## src/rtl/wme_pkg.sv

```systemverilog
package wme_pkg;

   typedef enum logic [1:0] {
      OP_NONE  = 2'd0,
      OP_INV   = 2'd1,
      OP_CLEAN = 2'd2,
      OP_CINV  = 2'd3
   } maint_op_e;

   typedef struct packed {
      logic valid;
      logic dirty;
      logic ns;
   } line_st_t;

   localparam logic [11:0] OFS_INV   = 12'h77C;
   localparam logic [11:0] OFS_CLEAN = 12'h7BC;
   localparam logic [11:0] OFS_CINV  = 12'h7FC;

   function automatic maint_op_e decode_op(input logic [11:0] ofs);
      case (ofs)
         OFS_INV:   return OP_INV;
         OFS_CLEAN: return OP_CLEAN;
         OFS_CINV:  return OP_CINV;
         default:   return OP_NONE;
      endcase
   endfunction

endpackage

```

## src/rtl/wme_way_pick.sv

```systemverilog
module wme_way_pick #(
   parameter int N   = 8,
   localparam int W  = (N > 1) ? $clog2(N) : 1
) (
   input  logic [N-1:0] vec,
   output logic [W-1:0] first,
   output logic         any
);
   always_comb begin
      first = '0;
      for (int i = N - 1; i >= 0; i--) begin
         if (vec[i]) first = W'(i);
      end
   end
   assign any = |vec;
endmodule

```

## src/rtl/wme_tag_array.sv

```systemverilog
module wme_tag_array
   import wme_pkg::*;
#(
   parameter int NUM_SETS = 16,
   parameter int NUM_WAYS = 8,
   parameter int TAG_W    = 8,
   localparam int IDX_W   = $clog2(NUM_SETS),
   localparam int WAY_W   = $clog2(NUM_WAYS)
) (
   input  logic             clk,
   input  logic             rst_n,
   // engine port
   input  logic [IDX_W-1:0] e_idx,
   input  logic [WAY_W-1:0] e_way,
   output line_st_t         e_st,
   output logic [TAG_W-1:0] e_tag,
   input  logic             e_we,
   input  line_st_t         e_st_new,
   // fill port (already gated by lock)
   input  logic             f_we,
   input  logic [IDX_W-1:0] f_idx,
   input  logic [WAY_W-1:0] f_way,
   input  logic [TAG_W-1:0] f_tag,
   input  line_st_t         f_st,
   // lookup port
   input  logic             h_en,
   input  logic             h_wr,
   input  logic [IDX_W-1:0] h_idx,
   input  logic [TAG_W-1:0] h_tag,
   input  logic             h_ns,
   output logic             h_hit,
   output logic [WAY_W-1:0] h_way,
   // peek port
   input  logic [IDX_W-1:0] p_idx,
   input  logic [WAY_W-1:0] p_way,
   output line_st_t         p_st,
   output logic [TAG_W-1:0] p_tag
);
   line_st_t         st_q  [NUM_SETS][NUM_WAYS];
   logic [TAG_W-1:0] tag_q [NUM_SETS][NUM_WAYS];
   logic [NUM_WAYS-1:0] hit_vec;

   assign e_st  = st_q[e_idx][e_way];
   assign e_tag = tag_q[e_idx][e_way];
   assign p_st  = st_q[p_idx][p_way];
   assign p_tag = tag_q[p_idx][p_way];

   for (genvar w = 0; w < NUM_WAYS; w++) begin : g_cmp
      assign hit_vec[w] = h_en && st_q[h_idx][w].valid &&
                          (tag_q[h_idx][w] == h_tag) && (st_q[h_idx][w].ns == h_ns);
   end

   wme_way_pick #(.N(NUM_WAYS)) u_hit_pick (
      .vec   (hit_vec),
      .first (h_way),
      .any   (h_hit)
   );

   // state: write hit < fill < engine (last assignment wins)
   always_ff @(posedge clk) begin
      if (!rst_n) begin
         for (int s = 0; s < NUM_SETS; s++) begin
            for (int w = 0; w < NUM_WAYS; w++) begin
               st_q[s][w] <= '0;
            end
         end
      end else begin
         if (h_wr && h_hit) st_q[h_idx][h_way].dirty <= 1'b1;
         if (f_we)          st_q[f_idx][f_way]       <= f_st;
         if (e_we)          st_q[e_idx][e_way]       <= e_st_new;
      end
   end

   always_ff @(posedge clk) begin
      if (f_we) tag_q[f_idx][f_way] <= f_tag;
   end
endmodule

```

## src/rtl/wme_sequencer.sv

```systemverilog
module wme_sequencer
   import wme_pkg::*;
#(
   parameter int NUM_SETS = 16,
   parameter int NUM_WAYS = 8,
   localparam int IDX_W   = $clog2(NUM_SETS),
   localparam int WAY_W   = $clog2(NUM_WAYS)
) (
   input  logic                clk,
   input  logic                rst_n,
   input  logic                start,
   input  maint_op_e           start_op,
   input  logic [NUM_WAYS-1:0] start_mask,
   input  logic                start_sec,
   input  line_st_t            line_st,
   input  logic                wb_ack,
   output logic [NUM_WAYS-1:0] mask_q,
   output logic [WAY_W-1:0]    cur_way,
   output logic [IDX_W-1:0]    idx_q,
   output logic                upd_we,
   output line_st_t            upd_st,
   output logic                wb_req,
   output logic                busy
);
   typedef enum logic [1:0] {ST_IDLE, ST_SCAN, ST_WB, ST_NEXT} seq_st_e;

   seq_st_e             state_q;
   maint_op_e           op_q;
   logic                sec_q;
   logic                elig, need_wb, step, last_idx, any_way;
   logic [NUM_WAYS-1:0] way_bit, rest;

   wme_way_pick #(.N(NUM_WAYS)) u_way_pick (
      .vec   (mask_q),
      .first (cur_way),
      .any   (any_way)
   );

   assign way_bit  = NUM_WAYS'(1) << cur_way;
   assign rest     = mask_q & ~way_bit;
   assign last_idx = (idx_q == IDX_W'(NUM_SETS - 1));
   assign busy     = (state_q != ST_IDLE);
   assign wb_req   = (state_q == ST_WB);

   always_comb begin
      elig    = sec_q | line_st.ns;
      need_wb = elig && line_st.valid && line_st.dirty && (op_q != OP_INV);
      upd_st  = line_st;
      case (op_q)
         OP_INV, OP_CINV: begin
            upd_st.valid = 1'b0;
            upd_st.dirty = 1'b0;
         end
         OP_CLEAN: upd_st.dirty = 1'b0;
         default: ;
      endcase
      step   = ((state_q == ST_SCAN) && !need_wb) || ((state_q == ST_WB) && wb_ack);
      upd_we = step && elig && any_way;
   end

   always_ff @(posedge clk) begin
      if (!rst_n) begin
         state_q <= ST_IDLE;
         op_q    <= OP_NONE;
         sec_q   <= 1'b0;
         mask_q  <= '0;
         idx_q   <= '0;
      end else begin
         case (state_q)
            ST_IDLE: begin
               if (start && (|start_mask)) begin
                  mask_q  <= start_mask;
                  op_q    <= start_op;
                  sec_q   <= start_sec;
                  idx_q   <= '0;
                  state_q <= ST_SCAN;
               end
            end
            ST_SCAN, ST_WB: begin
               if ((state_q == ST_SCAN) && need_wb) begin
                  state_q <= ST_WB;
               end else if (step) begin
                  if (last_idx) begin
                     state_q <= ST_NEXT;
                  end else begin
                     idx_q   <= idx_q + 1'b1;
                     state_q <= ST_SCAN;
                  end
               end
            end
            ST_NEXT: begin
               mask_q  <= rest;
               idx_q   <= '0;
               state_q <= (|rest) ? ST_SCAN : ST_IDLE;
            end
            default: state_q <= ST_IDLE;
         endcase
      end
   end
endmodule

```

## src/rtl/wme_engine.sv

```systemverilog
module wme_engine
   import wme_pkg::*;
#(
   parameter int NUM_SETS = 16,
   parameter int NUM_WAYS = 8,
   parameter int TAG_W    = 8,
   localparam int IDX_W   = $clog2(NUM_SETS),
   localparam int WAY_W   = $clog2(NUM_WAYS)
) (
   input  logic                clk,
   input  logic                rst_n,
   input  logic                reg_wr_en,
   input  logic [11:0]         reg_wr_addr,
   input  logic [31:0]         reg_wr_data,
   input  logic                reg_wr_secure,
   output logic                reg_wr_err,
   input  logic [11:0]         reg_rd_addr,
   output logic [31:0]         reg_rd_data,
   output logic [NUM_WAYS-1:0] lock_mask,
   input  logic                fill_en,
   input  logic [IDX_W-1:0]    fill_index,
   input  logic [WAY_W-1:0]    fill_way,
   input  logic [TAG_W-1:0]    fill_tag,
   input  logic                fill_valid,
   input  logic                fill_dirty,
   input  logic                fill_ns,
   output logic                fill_ok,
   input  logic                lk_en,
   input  logic                lk_wr,
   input  logic [IDX_W-1:0]    lk_index,
   input  logic [TAG_W-1:0]    lk_tag,
   input  logic                lk_ns,
   output logic                lk_hit,
   output logic [WAY_W-1:0]    lk_way,
   input  logic [IDX_W-1:0]    pk_index,
   input  logic [WAY_W-1:0]    pk_way,
   output logic                pk_valid,
   output logic                pk_dirty,
   output logic                pk_ns,
   output logic [TAG_W-1:0]    pk_tag,
   output logic                wb_req,
   output logic [IDX_W-1:0]    wb_index,
   output logic [WAY_W-1:0]    wb_way,
   output logic [TAG_W-1:0]    wb_tag,
   output logic                wb_ns,
   input  logic                wb_ack
);
   if (!(NUM_WAYS == 8 || NUM_WAYS == 16)) begin : g_bad_ways
      $error("wme_engine: NUM_WAYS must be 8 or 16");
   end
   if (NUM_SETS < 2 || (NUM_SETS & (NUM_SETS - 1)) != 0) begin : g_bad_sets
      $error("wme_engine: NUM_SETS must be a power of two >= 2");
   end
   if (TAG_W < 1) begin : g_bad_tag
      $error("wme_engine: TAG_W must be positive");
   end

   maint_op_e           wr_op, rd_op;
   logic                busy, start, upd_we;
   logic [NUM_WAYS-1:0] cap_mask, mask_q;
   logic [IDX_W-1:0]    idx_q;
   logic [WAY_W-1:0]    cur_way;
   line_st_t            cur_st, upd_st, fill_st, pk_st;
   logic [TAG_W-1:0]    cur_tag;
   logic                unused_wr_hi;

   // mask capture width follows the way count; upper bits are reserved
   if (NUM_WAYS == 16) begin : g_cap16
      assign cap_mask     = reg_wr_data[15:0];
      assign unused_wr_hi = ^reg_wr_data[31:16];
   end else begin : g_cap8
      assign cap_mask     = reg_wr_data[7:0];
      assign unused_wr_hi = ^reg_wr_data[31:8];
   end

   assign wr_op       = decode_op(reg_wr_addr);
   assign rd_op       = decode_op(reg_rd_addr);
   assign start       = reg_wr_en && !busy && (wr_op != OP_NONE);
   assign reg_wr_err  = reg_wr_en && busy;
   assign reg_rd_data = (rd_op != OP_NONE) ? 32'(mask_q) : 32'd0;
   assign lock_mask   = mask_q;

   assign fill_ok = fill_en && !mask_q[fill_way];
   assign fill_st = '{valid: fill_valid, dirty: fill_dirty, ns: fill_ns};

   wme_sequencer #(.NUM_SETS(NUM_SETS), .NUM_WAYS(NUM_WAYS)) u_seq (
      .clk        (clk),
      .rst_n      (rst_n),
      .start      (start),
      .start_op   (wr_op),
      .start_mask (cap_mask),
      .start_sec  (reg_wr_secure),
      .line_st    (cur_st),
      .wb_ack     (wb_ack),
      .mask_q     (mask_q),
      .cur_way    (cur_way),
      .idx_q      (idx_q),
      .upd_we     (upd_we),
      .upd_st     (upd_st),
      .wb_req     (wb_req),
      .busy       (busy)
   );

   wme_tag_array #(.NUM_SETS(NUM_SETS), .NUM_WAYS(NUM_WAYS), .TAG_W(TAG_W)) u_arr (
      .clk      (clk),
      .rst_n    (rst_n),
      .e_idx    (idx_q),
      .e_way    (cur_way),
      .e_st     (cur_st),
      .e_tag    (cur_tag),
      .e_we     (upd_we),
      .e_st_new (upd_st),
      .f_we     (fill_ok),
      .f_idx    (fill_index),
      .f_way    (fill_way),
      .f_tag    (fill_tag),
      .f_st     (fill_st),
      .h_en     (lk_en),
      .h_wr     (lk_wr),
      .h_idx    (lk_index),
      .h_tag    (lk_tag),
      .h_ns     (lk_ns),
      .h_hit    (lk_hit),
      .h_way    (lk_way),
      .p_idx    (pk_index),
      .p_way    (pk_way),
      .p_st     (pk_st),
      .p_tag    (pk_tag)
   );

   assign pk_valid = pk_st.valid;
   assign pk_dirty = pk_st.dirty;
   assign pk_ns    = pk_st.ns;
   assign wb_index = idx_q;
   assign wb_way   = cur_way;
   assign wb_tag   = cur_tag;
   assign wb_ns    = cur_st.ns;
endmodule

```

## config.mk

```make
export PLATFORM = sky130hd
export DESIGN_NAME = wme_engine
export DESIGN_NICKNAME = d
export VERILOG_FILES = /design/src/rtl/wme_pkg.sv /design/src/rtl/wme_way_pick.sv /design/src/rtl/wme_tag_array.sv /design/src/rtl/wme_sequencer.sv /design/src/rtl/wme_engine.sv
export SDC_FILE = /design/constraint.sdc
export NUM_CORES = 2
export LEC_CHECK = 0
export BUFFER_PORTS_ARGS = -buffer_cell sky130_fd_sc_hd__buf_2
export CORE_ASPECT_RATIO = 0.8
export CORE_UTILIZATION = 45
export DETAILED_ROUTE_END_ITERATION = 16
export REMOVE_ABC_BUFFERS = 1
export SYNTH_ARGS = -nofsm -noshare
export SYNTH_HDL_FRONTEND = slang
export SYNTH_SLANG_ARGS = --single-unit
```

## constraint.sdc

```tcl
create_clock -name clk -period 4.3 [get_ports clk]
set_input_delay 0.86 -clock clk [delete_from_list [all_inputs] [get_ports clk]]
set_output_delay 0.86 -clock clk [all_outputs]
set_load 0.005 [all_outputs]
```

==> summary.md <==
| Metric | Value |
|---|---|
| Min-delay worst type | input pin to flip-flop |
| Hold_ws | between 200 and 300 ps |
| Post-Syn Area | 86,800 µm² |
| Detailed-route DRC error count | 0 |
| Worst-margin pin slew | around 1200 ps |
| Clk sinks | 1,429 |
| Root buffer cell | clkbuf_16 |
| Period utilisation layout | 123% |
| Pins Over Slew Limit | 0 |
| Clk buf depth | 3 |
| Critical path data required time | about 3400 ps |
| Post-synth top area share | roughly 44% |
| CTS tree | yes |
| Initial antenna violation count | 33 |
| Row cnt | roughly 140 |
| Critical path peak fanout | 8 |
| Area grow syn2layout | 23.3% |
| Initial DRC count | between 10,000 and 15,000 |
| Final hold vios | 0 |
| Max-cap violations | 0 |
| Cell count after synthesis | between 5,000 and 6,000 |
| Vert. Die Dim | 395 µm |
| Detail Route Antenna Nets | 0 |
| Die X | 493 µm |
| Final Core Density | between 50 and 60% |
| Clock power frac | a little over two fifths |
| Max Fclk | ~190 MHz |
| GRT overflow | 0 |
| Fin area | 107,000 µm² |
| Worst setup path startpoint | lk_index[0] |
| Sequential Power Share | a little under half |
| Non-filler instance count after layout | approximately 9,500 |
| RSZ-0062 raised after global routing | yes |
| Leak pwr | approximately 36 nW |
| Comb pwr share | 13.0% |
| Post-detail-place hpwl | roughly 310,000 µm |
| Failing checks | setup timing |
| Post-place setup slack | -1840 ps |
| Number of top-level pins | approximately 180 |
| # setup viols final | 24 |
| Wire length per cell | about 46 µm |
| Switching share of power | 26.7% |
| Final worst path period need | around 5300 ps |
| Most common library cells after synthesis | 1,280 x edfxtp_1, 1,087 x mux4_2, 364 x nand2_1 |
| Average cell area after synthesis | 14.6 µm² |
| Core Footprint | roughly 190,000 µm² |
| Num CTS Buffers | between 150 and 200 |
| Total GRT Usage | approximately 44% |
| Power Density | between 300 and 400 nW/µm² |
| Synth Flop Type | edfxtp_1 |
| Htree depth | 4 |
| Worst-skew pair later-pin latency | 860 ps |
| Layout cell share with drive strength beyond 1 | between 40 and 50% |
| Placed Instance Area | approximately 98,000 µm² |
| Ranking of synthesized cells by area | edfxtp_1 44%, mux4_2 28%, mux2i_1 3.5%, dfxtp_1 3.4%, o22ai_1 2.0% |
| IO buf count | about 130 |
| Hold wc startpoint | reg_wr_data[3] |
| EDFF count, synth | 1,280 |
| Worst EP arrival | 4410 ps |
| First-pass GRT wire length | between 500,000 and 600,000 µm |
| Asr flop ratio synth | 0% |
| DP Cell Count | between 9,000 and 10,000 |
| Vias post-DR | around 73,000 |
| P_sw | about 9 mW |
| Via density | 7.67 |
| CP startpoint kind | input pin |
| Drt total wl | between 400,000 and 500,000 µm |
| Sequential-to-total area share from yosys stat | a little under half |
| Clock Skew | 60.4 ps |
| Largest net degree at the start of global routing | around 130 |
| Crit. End Element | primary output |
| Die ar. | between 150,000 and 200,000 µm² |
| Internal Power | between 20 and 30 mW |
| Synthesized flop and latch total | 1,429 |
| Yosys warns | 0 |
| Final net count | 6,927 |
| Starting Density | 45.5% |
| Yosys top cell by area | edfxtp_1 |
| Routability Congestion | between 1 and 1.5 |
| Vias in the first global route | ~68,000 |
| DR pass1 iterations | 9 |
| VDD IR max | between 0.0003 and 0.0004 V |
| Top-count cell post-synth | edfxtp_1 |
| Final worst slack | -970 ps |
| Max-slew headroom | 16.8% |
| Worst-path clk slew | approximately 60 ps |
| Critical setup path kind | input pin to primary output |
| Status | complete, but fails checks |
| Unique masters post-synth | between 90 and 100 |
## worst paths after layout
path / end / slack (ps) / cells after the start
max: lk_hit / -970 / 13
max reg2reg: u_arr.st_q[11][12] / 10 / 9
min reg2reg: u_seq.op_q[1] / 500 / 2
min: u_seq.mask_q[3] / 270 / 3
## what timing repair did
action,in CTS,in global routing
pin swaps,48,33
hold endpoints to repair,0,0
hold buffers,0,0
gates cloned,30,6
endpoints found under the setup margin,28,534
resized for setup,347,90
setup buffers,100,37
## layer usage
| metal | track usage, % | up-vias | part of all wire [%] |
|---|---|---|---|
| met5 | 0.197 | - | 0.071 |
| met4 | 26.0 | 42 | 7.3 |
| met3 | 22.2 | 1358 | 18 |
| met2 | 56.6 | 7822 | 39 |
| met1 | 59.6 | 37000 | 36 |
| li1 | - | 26700 | - |
## critical path, cell delays in order
cell and delay, ps:
buf_16 220, buf_16 190, mux4_2 540, mux4_2 540, xnor2_2 230, a21oi_2 80
nor4b_4 170, buf_4 160, or2_4 250, inv_4 50, nand4_1 560, buf_4 380
buf_6 110
## final cells by class
class | count | area (µm²)
clock inverters | 99 | 1160
fillers | 15100 | 83700
multi-input cells | 3825 | 43500
clock buffers | 195 | 4210
repair buffers | 1284 | 13100
diodes | 16 | 40.0
inverters | 119 | 465
flip-flops and latches | 1429 | 41400
well taps | 2537 | 3170
repair inverters | 1 | 8.76
## cell usage in the layout (no fill, tap or decap), drive strengths merged, types with 111 or more instances in the layout
cell type / count
a21oi: 111
a22oi: 130
buf: 1272
clkbuf: 201
dfxtp: 149
edfxtp: 1280
inv: 126
mux2i: 308
mux4: 1087
nand2: 364
nand3: 135
nor2: 262
o21ai: 249
o22ai: 272
## power by group through the flow
stage,logic (mW),clock network (mW),registers (mW)
final,4.46,14.4,15.5
after global placement,3.86,0,15.7
after floorplan,1.61,0,15.6
after global routing,4.51,14.8,15.4
after CTS,4.25,14.3,15.4
after detailed placement,3.88,0,15.7
## stage by stage
stage / TNS (ps) / power (mW)
floorplan: -9038590 / 17.2
global placement: -76770 / 19.6
finish: -9710 / 34.3
CTS: -9000 / 34.0
global route: -9560 / 34.7
detailed placement: -80080 / 19.6
## cell families (layout without fill, tap and decap cells)
logic type	Yosys count	count (layout)	share of synthesized area (%)
mux	1457	1457	32.5
compound gates	1186	1186	9.20
simple gates	1074	1074	5.81
other cells	1	40	0.00432
buf+inv	729	1698	3.86
xor+xnor	75	75	0.756
flops	1429	1429	47.7
fa+ha+maj	9	9	0.127
## state kept, by name, summed over array words and instances, names as in the netlist, named ones only
signal and count:
u_seq.idx_q 4, u_arr.st_q 384, u_seq.sec_q 1, u_seq.state_q 2, u_arr.tag_q 1024, u_seq.mask_q 8, u_seq.op_q 2
Note: power is estimated with default switching activity, not from simulation.
